==> config.mk <==
export PLATFORM = sky130hd
export DESIGN_NAME = bldc_sixstep_ctrl
export DESIGN_NICKNAME = d
export VERILOG_FILES = /design/src/rtl/bldc_pkg.sv /design/src/rtl/bldc_hall_commutator.sv /design/src/rtl/bldc_lowside_pwm.sv /design/src/rtl/bldc_sixstep_ctrl.sv
export SDC_FILE = /design/constraint.sdc
export NUM_CORES = 1
export LEC_CHECK = 0
export BUFFER_PORTS_ARGS = -buffer_cell sky130_fd_sc_hd__buf_2
export CELL_PAD_IN_SITES_DETAIL_PLACEMENT = 0
export CELL_PAD_IN_SITES_GLOBAL_PLACEMENT = 2
export CORE_MARGIN = 3
export CORE_UTILIZATION = 29
export DETAILED_ROUTE_END_ITERATION = 8
export HOLD_SLACK_MARGIN = 0.05
export MAX_ROUTING_LAYER = met4
export PLACE_DENSITY_LB_ADDON = 0.15
export SLEW_MARGIN = 5
export SYNTH_ARGS = -nofsm -noshare
export SYNTH_HDL_FRONTEND = slang
export SYNTH_SLANG_ARGS = --single-unit
==> constraint.sdc <==
create_clock -name clk -period 1.8 [get_ports clk]
set_input_delay 0.09 -clock clk [delete_from_list [all_inputs] [get_ports clk]]
set_output_delay 0.09 -clock clk [all_outputs]
set_load 0.01 [all_outputs]
==> src/rtl/bldc_pkg.sv <==
package bldc_pkg;
  localparam int NPH = 3;

  typedef logic [NPH-1:0] phase_vec_t;

  typedef struct packed {
    phase_vec_t hi;
    phase_vec_t lo;
  } step_t;
endpackage

==> src/rtl/bldc_hall_commutator.sv <==
module bldc_hall_commutator
  import bldc_pkg::*;
(
  input  logic [NPH-1:0] hall,
  input  logic           reverse,
  output step_t          step,
  output logic           valid
);
  phase_vec_t src;
  phase_vec_t snk;

  // Six-step table: source phase / sink phase per sensor code
  always_comb begin
    unique case (hall)
      3'b001:  begin src = 3'b001; snk = 3'b010; end
      3'b011:  begin src = 3'b001; snk = 3'b100; end
      3'b010:  begin src = 3'b010; snk = 3'b100; end
      3'b110:  begin src = 3'b010; snk = 3'b001; end
      3'b100:  begin src = 3'b100; snk = 3'b001; end
      3'b101:  begin src = 3'b100; snk = 3'b010; end
      default: begin src = 3'b000; snk = 3'b000; end
    endcase
  end

  // Half-revolution shift for reverse torque is a swap of source and sink
  always_comb begin
    valid   = |src;
    step.hi = reverse ? snk : src;
    step.lo = reverse ? src : snk;
  end
endmodule

==> src/rtl/bldc_lowside_pwm.sv <==
module bldc_lowside_pwm #(
  parameter int PWM_PERIOD = 32,
  parameter int BLANK_CYC  = 4,
  localparam int CW        = $clog2(PWM_PERIOD + 1)
) (
  input  logic          clk,
  input  logic          rst_n,
  input  logic [CW-1:0] duty,
  input  logic          oc_trip,
  output logic          chop
);
  logic [CW-1:0] cnt;
  logic          cut_q;
  logic          wrap;
  logic          raw_on;
  logic          armed;

  always_comb begin
    wrap   = (cnt == CW'(PWM_PERIOD - 1));
    raw_on = (cnt < duty);
    armed  = (cnt >= CW'(BLANK_CYC));
    chop   = raw_on & ~cut_q;
  end

  always_ff @(posedge clk or negedge rst_n) begin
    if (!rst_n) begin
      cnt   <= '0;
      cut_q <= 1'b0;
    end else begin
      cnt   <= wrap ? '0 : cnt + 1'b1;
      if (wrap)
        cut_q <= 1'b0;
      else if (oc_trip && armed && raw_on)
        cut_q <= 1'b1;
    end
  end

  AST_CNT_RANGE: assert property (@(posedge clk) disable iff (!rst_n)
    cnt < CW'(PWM_PERIOD));
  AST_CUT_HOLD: assert property (@(posedge clk) disable iff (!rst_n)
    (cut_q && !wrap) |=> cut_q);
  AST_CUT_CLEAR: assert property (@(posedge clk) disable iff (!rst_n)
    wrap |=> !cut_q);
  AST_BLANK_IGNORE: assert property (@(posedge clk) disable iff (!rst_n)
    (!cut_q && cnt < CW'(BLANK_CYC)) |=> !cut_q);
endmodule

==> src/rtl/bldc_sixstep_ctrl.sv <==
module bldc_sixstep_ctrl
  import bldc_pkg::*;
#(
  parameter int PWM_PERIOD = 32,
  parameter int BLANK_CYC  = 4,
  localparam int DW        = $clog2(PWM_PERIOD + 1)
) (
  input  logic          clk,
  input  logic          rst_n,
  input  logic [2:0]    hall,
  input  logic          start_n,
  input  logic          brake_n,
  input  logic          slow_req,
  input  logic [DW-1:0] duty,
  input  logic          oc_trip,
  input  logic          prot_off,
  output logic [2:0]    hs_en,
  output logic [2:0]    ls_en
);
  step_t      step;
  logic       valid;
  logic       chop;
  logic       drive;
  phase_vec_t hs_q;
  phase_vec_t ls_q;

  bldc_hall_commutator u_comm (
    .hall    (hall),
    .reverse (slow_req),
    .step    (step),
    .valid   (valid)
  );

  bldc_lowside_pwm #(
    .PWM_PERIOD (PWM_PERIOD),
    .BLANK_CYC  (BLANK_CYC)
  ) u_pwm (
    .clk     (clk),
    .rst_n   (rst_n),
    .duty    (duty),
    .oc_trip (oc_trip),
    .chop    (chop)
  );

  always_comb drive = ~start_n & valid & ~(slow_req & brake_n);

  for (genvar g = 0; g < NPH; g++) begin : g_phase
    always_ff @(posedge clk or negedge rst_n) begin
      if (!rst_n) begin
        hs_q[g] <= 1'b0;
        ls_q[g] <= 1'b0;
      end else begin
        hs_q[g] <= drive & step.hi[g];
        ls_q[g] <= drive & step.lo[g] & chop & ~prot_off;
      end
    end
  end

  assign hs_en = hs_q;
  assign ls_en = ls_q;

  AST_NO_SHOOT: assert property (@(posedge clk) disable iff (!rst_n)
    (hs_en & ls_en) == 3'b000);
  AST_HI_ONEHOT: assert property (@(posedge clk) disable iff (!rst_n)
    $onehot0(hs_en));
  AST_LO_ONEHOT: assert property (@(posedge clk) disable iff (!rst_n)
    $onehot0(ls_en));
  AST_LOW_NEEDS_HIGH: assert property (@(posedge clk) disable iff (!rst_n)
    (ls_en != 3'b000) |-> (hs_en != 3'b000));
  AST_STOP_IDLE: assert property (@(posedge clk) disable iff (!rst_n)
    start_n |=> (hs_en == 3'b000 && ls_en == 3'b000));
  AST_BAD_HALL: assert property (@(posedge clk) disable iff (!rst_n)
    (hall == 3'b000 || hall == 3'b111) |=> (hs_en == 3'b000 && ls_en == 3'b000));
  AST_COAST_IDLE: assert property (@(posedge clk) disable iff (!rst_n)
    (slow_req && brake_n) |=> (hs_en == 3'b000 && ls_en == 3'b000));
  AST_PROT_LOW: assert property (@(posedge clk) disable iff (!rst_n)
    prot_off |=> (ls_en == 3'b000));
  AST_DUTY_ZERO: assert property (@(posedge clk) disable iff (!rst_n)
    (duty == '0) |=> (ls_en == 3'b000));
endmodule

==> impl_metrics.json, run 1 <==
{
  "power.density_nw_per_um2": 584,
  "placementRows": 18,
  "synthCells": 82,
  "fp.coreArea_um2": 2500,
  "drc": 0,
  "seqPwrFrac": 0.545,
  "die_height_um": 57.7,
  "crit_path_max_fanout": 5,
  "cp-start-kind": "register",
  "yosys-top-cells-area": "dfrtp_1 (42%), ha_1 (11%), nor2_1 (6.3%)",
  "rsz0062_at_grt": "false",
  "endpoint_kind": "register",
  "grt_use_total": 0.101,
  "routed_via_density": 4.73,
  "cts_setup_buffers": 0,
  "max-cap-violations": 0,
  "drtAntennaViolNets": 0,
  "cts_root_buffer": "clkbuf_4",
  "cp_slowest_stage_delay_ps": 410,
  "peakVddDrop_mv": 0.295,
  "swShare": 0.242,
  "cts-resized-gates": 0,
  "synthArstFlopShare": 1.00,
  "h-tree-depth": 1,
  "yosysTopAreaCell": "dfrtp_1",
  "synth_fp_nets": 105,
  "status": "finished clean",
  "diodes": 0,
  "syn_area_um2": 776,
  "hpwl_um": 1230,
  "synth_edf_count": 0,
  "synth-seq-area-share": 0.419,
  "timing.setup.critical_path_class": "register to register",
  "cts_hold_buf": 1,
  "ys_warn_count": 0,
  "insertion_delay_ps": 270,
  "final.min_clock_period_ps": 1510,
  "die_x_um": 57.7,
  "ys.flop_type": "dfrtp_1",
  "rrSetupSlack_ps": 290,
  "antenna_found_initial": 0,
  "critPathRequiredTime_ps": 1940,
  "clock_sinks": 13,
  "dieArea_um2": 3330,
  "power.switching_mw": 0.131,
  "path_clk_slew_ps": 80,
  "fillers": 266,
  "arrival_ps": 1650,
  "start_util": 0.310,
  "worst_clock_skew_ps": 3.91,
  "grt_pass1_wl_um": 2480,
  "wl_per_cell_um": 11.2,
  "synth_common_cells": "dfrtp_1 (13), nor2_1 (13), a21oi_1 (9)",
  "utilization": 0.370,
  "synth_cell_types": 26,
  "dr.pass1.iters": 2,
  "combPwrFrac": 0.125,
  "finalCritPeriodShare": 0.839,
  "instances_no_fill": 135,
  "crit_path_top_delay_cell": "nor3b_1",
  "routed_wl_um": 1520,
  "pwr-share-clk": 0.330,
  "ys_ff_latch": 13,
  "drive_gt1_frac": 0.267,
  "hold_class": "input port to register",
  "ioPinCount": 22,
  "timing.fmax_mhz": 663,
  "tns_ps": 0,
  "port_buffers": 21,
  "slew_viol_final": 0,
  "internal-power_mw": 0.409,
  "slew_headroom": 0.723,
  "first_iter_violations": 7,
  "dp_cells": 130,
  "cts_max_path_buffers": 2,
  "via_count": 638,
  "syn2layout_area_growth_pct": 19.2,
  "nNetsFinal": 129,
  "leakagePower_nw": 0.481,
  "cts_tree": "built",
  "cts_made_buffers": 3,
  "synth_area_per_cell_um2": 9.46,
  "hold_viol": 0,
  "grt_pass1_vias": 614,
  "overflow": 0,
  "grt_max_degree": 14,
  "crit_chain": "ha_1 -> nand3_1 -> nor3b_1 -> nand2b_1 -> o31ai_1",
  "place_congestion": 0.703,
  "synth_top_area_share": 0.419,
  "final-setup-viol-count": 0,
  "tightestPinTransition_ps": 415
}
worst paths after layout:
kind	depth (start not counted)	start	to
worst min register to register	1	u_pwm.cnt[0]$_DFF_PN0_	u_pwm.cnt[0]$_DFF_PN0_
worst max-delay path	5	u_pwm.cnt[0]$_DFF_PN0_	u_pwm.cut_q$_DFFE_PN0P_
min in group asynchronous	2	rst_n	u_pwm.cnt[4]$_DFF_PN0_
max in group asynchronous	2	rst_n	u_pwm.cnt[1]$_DFF_PN0_
worst max register to register	5	u_pwm.cnt[0]$_DFF_PN0_	u_pwm.cut_q$_DFFE_PN0P_
worst min-delay path	3	oc_trip	u_pwm.cut_q$_DFFE_PN0P_
layer usage:
metal	up-vias	GRT usage	wire length [um]
met4	0	0.0596	15
met2	10	0.179	782
met5	-	-	0
li1	327	-	-
met1	299	0.0993	651
met3	2	0.0245	65
metrics by stage:
step	area [um^2]	worst slack [ps]	power, mW	hold slack (ps)
floorplan	776	449	0.342	-206
global placement	888	332	0.367	-6.96
detailed placement	888	301	0.368	-3.83
CTS	925	283	0.556	50.9
global route	925	132	0.571	64.1
finish	925	291	0.540	61.6
sequential cells by signal, indices dropped and copies added (netlist names):
name,count
hs_en,3
ls_en,3
u_pwm.cnt,6
u_pwm.cut_q,1
critical path: cells and delay by family, from the launching register on:
kind                       cells  cell delay [ps]
AOI/OAI and AO/OA              1               60
adders and majority gates      1              220
DFF                            1              400
and+or+nand+nor                3              690
power groups by stage:
stage | Clock (mW) | Combinational, mW | Sequential [mW]
floorplan | 0 | 0.0398 | 0.302
global placement | 0 | 0.0665 | 0.300
detailed placement | 0 | 0.0678 | 0.301
CTS | 0.192 | 0.0694 | 0.295
global route | 0.199 | 0.0775 | 0.295
finish | 0.178 | 0.0676 | 0.295
cell usage in the layout, fill, tap and decap left out, types with 2 or more instances in the layout:
cell and n:
nor3b_1 3, nand2b_1 3, xor2_1 2, inv_1 7
a21oi_1 9, buf_2 21, nand2_1 3, ha_1 7
nor2_1 13, nand3_1 5, dfrtp_1 13, clkbuf_4 3
layout make-up:
cell class | instances | area [um^2] | share of cell area
Multi-Input combinational cell | 59 | 394 | 0.426
Inverter | 7 | 26.3 | 0.0284
Timing Repair Buffer | 22 | 115 | 0.124
Clock buffer | 4 | 26.3 | 0.0284
Sequential cell | 13 | 325 | 0.352
Tap cell | 30 | 37.5 | 0.0406
kinds of logic (layout without fill, tap and decap cells):
group | count (synthesis) | after routing | share of synthesized area
flip-flops | 13 | 13 | 0.419
AND/OR/NAND/NOR | 34 | 34 | 0.237
AO/OA/AOI/OAI | 15 | 15 | 0.124
XOR/XNOR | 3 | 3 | 0.0339
adder cells (fa/ha/maj) | 7 | 7 | 0.113
buffers and inverters | 10 | 33 | 0.0726
No activity file was read; power rests on OpenSTA's default activity.
==> run 2: changes to the inputs <==
--- a/config.mk
+++ b/config.mk
@@ -9,7 +9,7 @@
 export CELL_PAD_IN_SITES_DETAIL_PLACEMENT = 0
 export CELL_PAD_IN_SITES_GLOBAL_PLACEMENT = 2
 export CORE_MARGIN = 3
-export CORE_UTILIZATION = 29
+export CORE_UTILIZATION = 26
 export DETAILED_ROUTE_END_ITERATION = 8
 export HOLD_SLACK_MARGIN = 0.05
 export MAX_ROUTING_LAYER = met4
==> constraint.sdc (replaced) <==
create_clock -name clk -period 1.3 [get_ports clk]
set_input_delay 0.065 -clock clk [delete_from_list [all_inputs] [get_ports clk]]
set_output_delay 0.065 -clock clk [all_outputs]
set_load 0.01 [all_outputs]
==> run 2 against run 1 <==
First-iteration DRC count increased by 86%; global-route usage increased by 0.88 points; non-clock buffer count increased by 14; core utilization increased by 3.4 points; critical path depth unchanged; clock power increased by 37%.
==> impl_metrics.json, run 2 (synthesis gave the netlist of run 1 again) <==
{
  "endpoint_kind": "register",
  "final_common_cell": "buf_2",
  "crit_buf_inv": 1,
  "die_height_um": 60.6,
  "routed_via_density": 4.69,
  "swShare": 0.242,
  "cts_tree": "built",
  "syn2layout_area_growth_pct": 46.1,
  "layout_setup_ws_ps": 7.42,
  "final_cell_mix": "buf_2 (21), nor2_1 (13), buf_4 (13)",
  "dieArea_um2": 3670,
  "antenna_found_initial": 0,
  "hpwl_um": 1360,
  "max-cap-violations": 0,
  "largest_reg_flops": 6,
  "peakVddDrop_mv": 0.228,
  "final.min_clock_period_ps": 1290,
  "worst_clock_skew_ps": 3.95,
  "critPathRequiredTime_ps": 1490,
  "drtAntennaViolNets": 0,
  "cts_root_buffer": "clkbuf_4",
  "slew_viol_final": 0,
  "final-setup-viol-count": 0,
  "tightestPinTransition_ps": 291,
  "fp.coreArea_um2": 2810,
  "placementRows": 19,
  "insertion_delay_ps": 270,
  "cp_slowest_stage_delay_ps": 410,
  "pwr-share-clk": 0.318,
  "leakagePower_nw": 0.550,
  "grt_pass1_vias": 685,
  "clock_sinks": 13,
  "path_clk_slew_ps": 70,
  "dr.pass1.iters": 4,
  "cts_max_path_buffers": 2,
  "start_util": 0.277,
  "place_congestion": 0.730,
  "crit_chain": "buf_4 -> nand2b_1 -> a21oi_2 -> o2111ai_2 -> a21oi_1",
  "internal-power_mw": 0.579,
  "finalCritPeriodShare": 0.994,
  "diodes": 0,
  "regMostFlops": "u_pwm.cnt",
  "slew_headroom": 0.803,
  "fillers": 304,
  "rrSetupSlack_ps": 7,
  "nNetsFinal": 143,
  "die_x_um": 60.6,
  "crit_path_max_fanout": 3,
  "combPwrFrac": 0.148,
  "cts_made_buffers": 3,
  "power.density_nw_per_um2": 674,
  "routed_wl_um": 1890,
  "grt_use_total": 0.110,
  "grt_pass1_wl_um": 3000,
  "grt_max_degree": 14,
  "timing.fmax_mhz": 774,
  "hold_class": "input port to register",
  "timing.hold.ws_ps": 113,
  "power.switching_mw": 0.185,
  "arrival_ps": 1480,
  "overflow": 0,
  "h-tree-depth": 1,
  "via_count": 703,
  "timing.setup.critical_path_class": "register to register",
  "crit_path_top_delay_cell": "dfrtp_1",
  "tns_ps": 0,
  "ioPinCount": 22,
  "first_iter_violations": 13,
  "cp-start-kind": "register",
  "rsz0062_at_grt": "true",
  "drc": 0,
  "wl_per_cell_um": 12.6,
  "seqPwrFrac": 0.534,
  "status": "finished clean",
  "port_buffers": 21,
  "crit_family": "compound AO/OA/AOI/OAI gates",
  "hold_viol": 0,
  "drive_gt1_frac": 0.437,
  "place_ws_ps": -92.6
}
## run 2: changes by cell type in the layout (fill, tap and decap cells not counted), moves of 2 or more
cell,delta
a21oi_1,-2
buf_4,+13
ha_4,+5
a21oi_2,+2
ha_1,-5
nand3_1,-2
## run 2: area by class of cell
type | instances | area (um^2) | area share
multi-input combinational | 59 | 493 | 0.435
sequential | 13 | 327 | 0.288
timing repair buffer | 36 | 223 | 0.196
tap | 31 | 38.8 | 0.0342
clock buffer | 4 | 26.3 | 0.0232
inverter | 7 | 26.3 | 0.0232
## run 2: final timing paths
kind | end | from | cells after the start
setup / recovery | ls_en[0]$_DFF_PN0_ | u_pwm.cnt[0]$_DFF_PN0_ | 5
hold / removal | ls_en[0]$_DFF_PN0_ | slow_req | 3
setup reg to reg | ls_en[0]$_DFF_PN0_ | u_pwm.cnt[0]$_DFF_PN0_ | 5
hold reg to reg | u_pwm.cut_q$_DFFE_PN0P_ | u_pwm.cut_q$_DFFE_PN0P_ | 2
max in group asynchronous | u_pwm.cnt[1]$_DFF_PN0_ | rst_n | 2
min in group asynchronous | u_pwm.cnt[4]$_DFF_PN0_ | rst_n | 2
## run 2: worst reg2reg max path: stages, from the launching register on
cell and delay (ps):
dfrtp_1 410, buf_4 150, nand2b_1 160, a21oi_2 180, o2111ai_2 170, a21oi_1 150
## run 2: metal layers
metal / vias up / part of all wire / track usage / wire length, um
met2: 23 / 0.46 / 0.159 / 875
li1: 357 / - / - / -
met3: 0 / 0.047 / 0.00638 / 89
met4: 0 / 0 / 0.0464 / 0
met1: 323 / 0.49 / 0.158 / 925
met5: - / 0 / - / 0
## run 2: per-stage QoR
| step | utilization | std cells | power (mW) | instance area [um^2] |
|---|---|---|---|---|
| finish | 0.404 | 150 | 0.764 | 1130 |
| global route | 0.404 | 150 | 0.801 | 1130 |
| CTS | 0.388 | 150 | 0.773 | 1090 |
| detailed placement | 0.350 | 142 | 0.515 | 982 |
| global placement | 0.350 | 142 | 0.515 | 982 |
| floorplan | - | 82 | 0.474 | 786 |
## run 2: what timing repair did
item,in CTS,in global routing
cloned,0,0
hold endpoints to repair,14,0
setup endpoints to repair,5,5
hold buffers,2,0
pin swaps,4,3
setup buffers,2,0
resized for setup,7,5
## run 2: power by group through the flow
stage / clock network (mW) / registers, mW / logic, mW
floorplan: 0 / 0.418 / 0.0560
global placement: 0 / 0.416 / 0.0993
detailed placement: 0 / 0.416 / 0.0989
CTS: 0.255 / 0.408 / 0.110
global route: 0.263 / 0.408 / 0.130
finish: 0.243 / 0.408 / 0.113
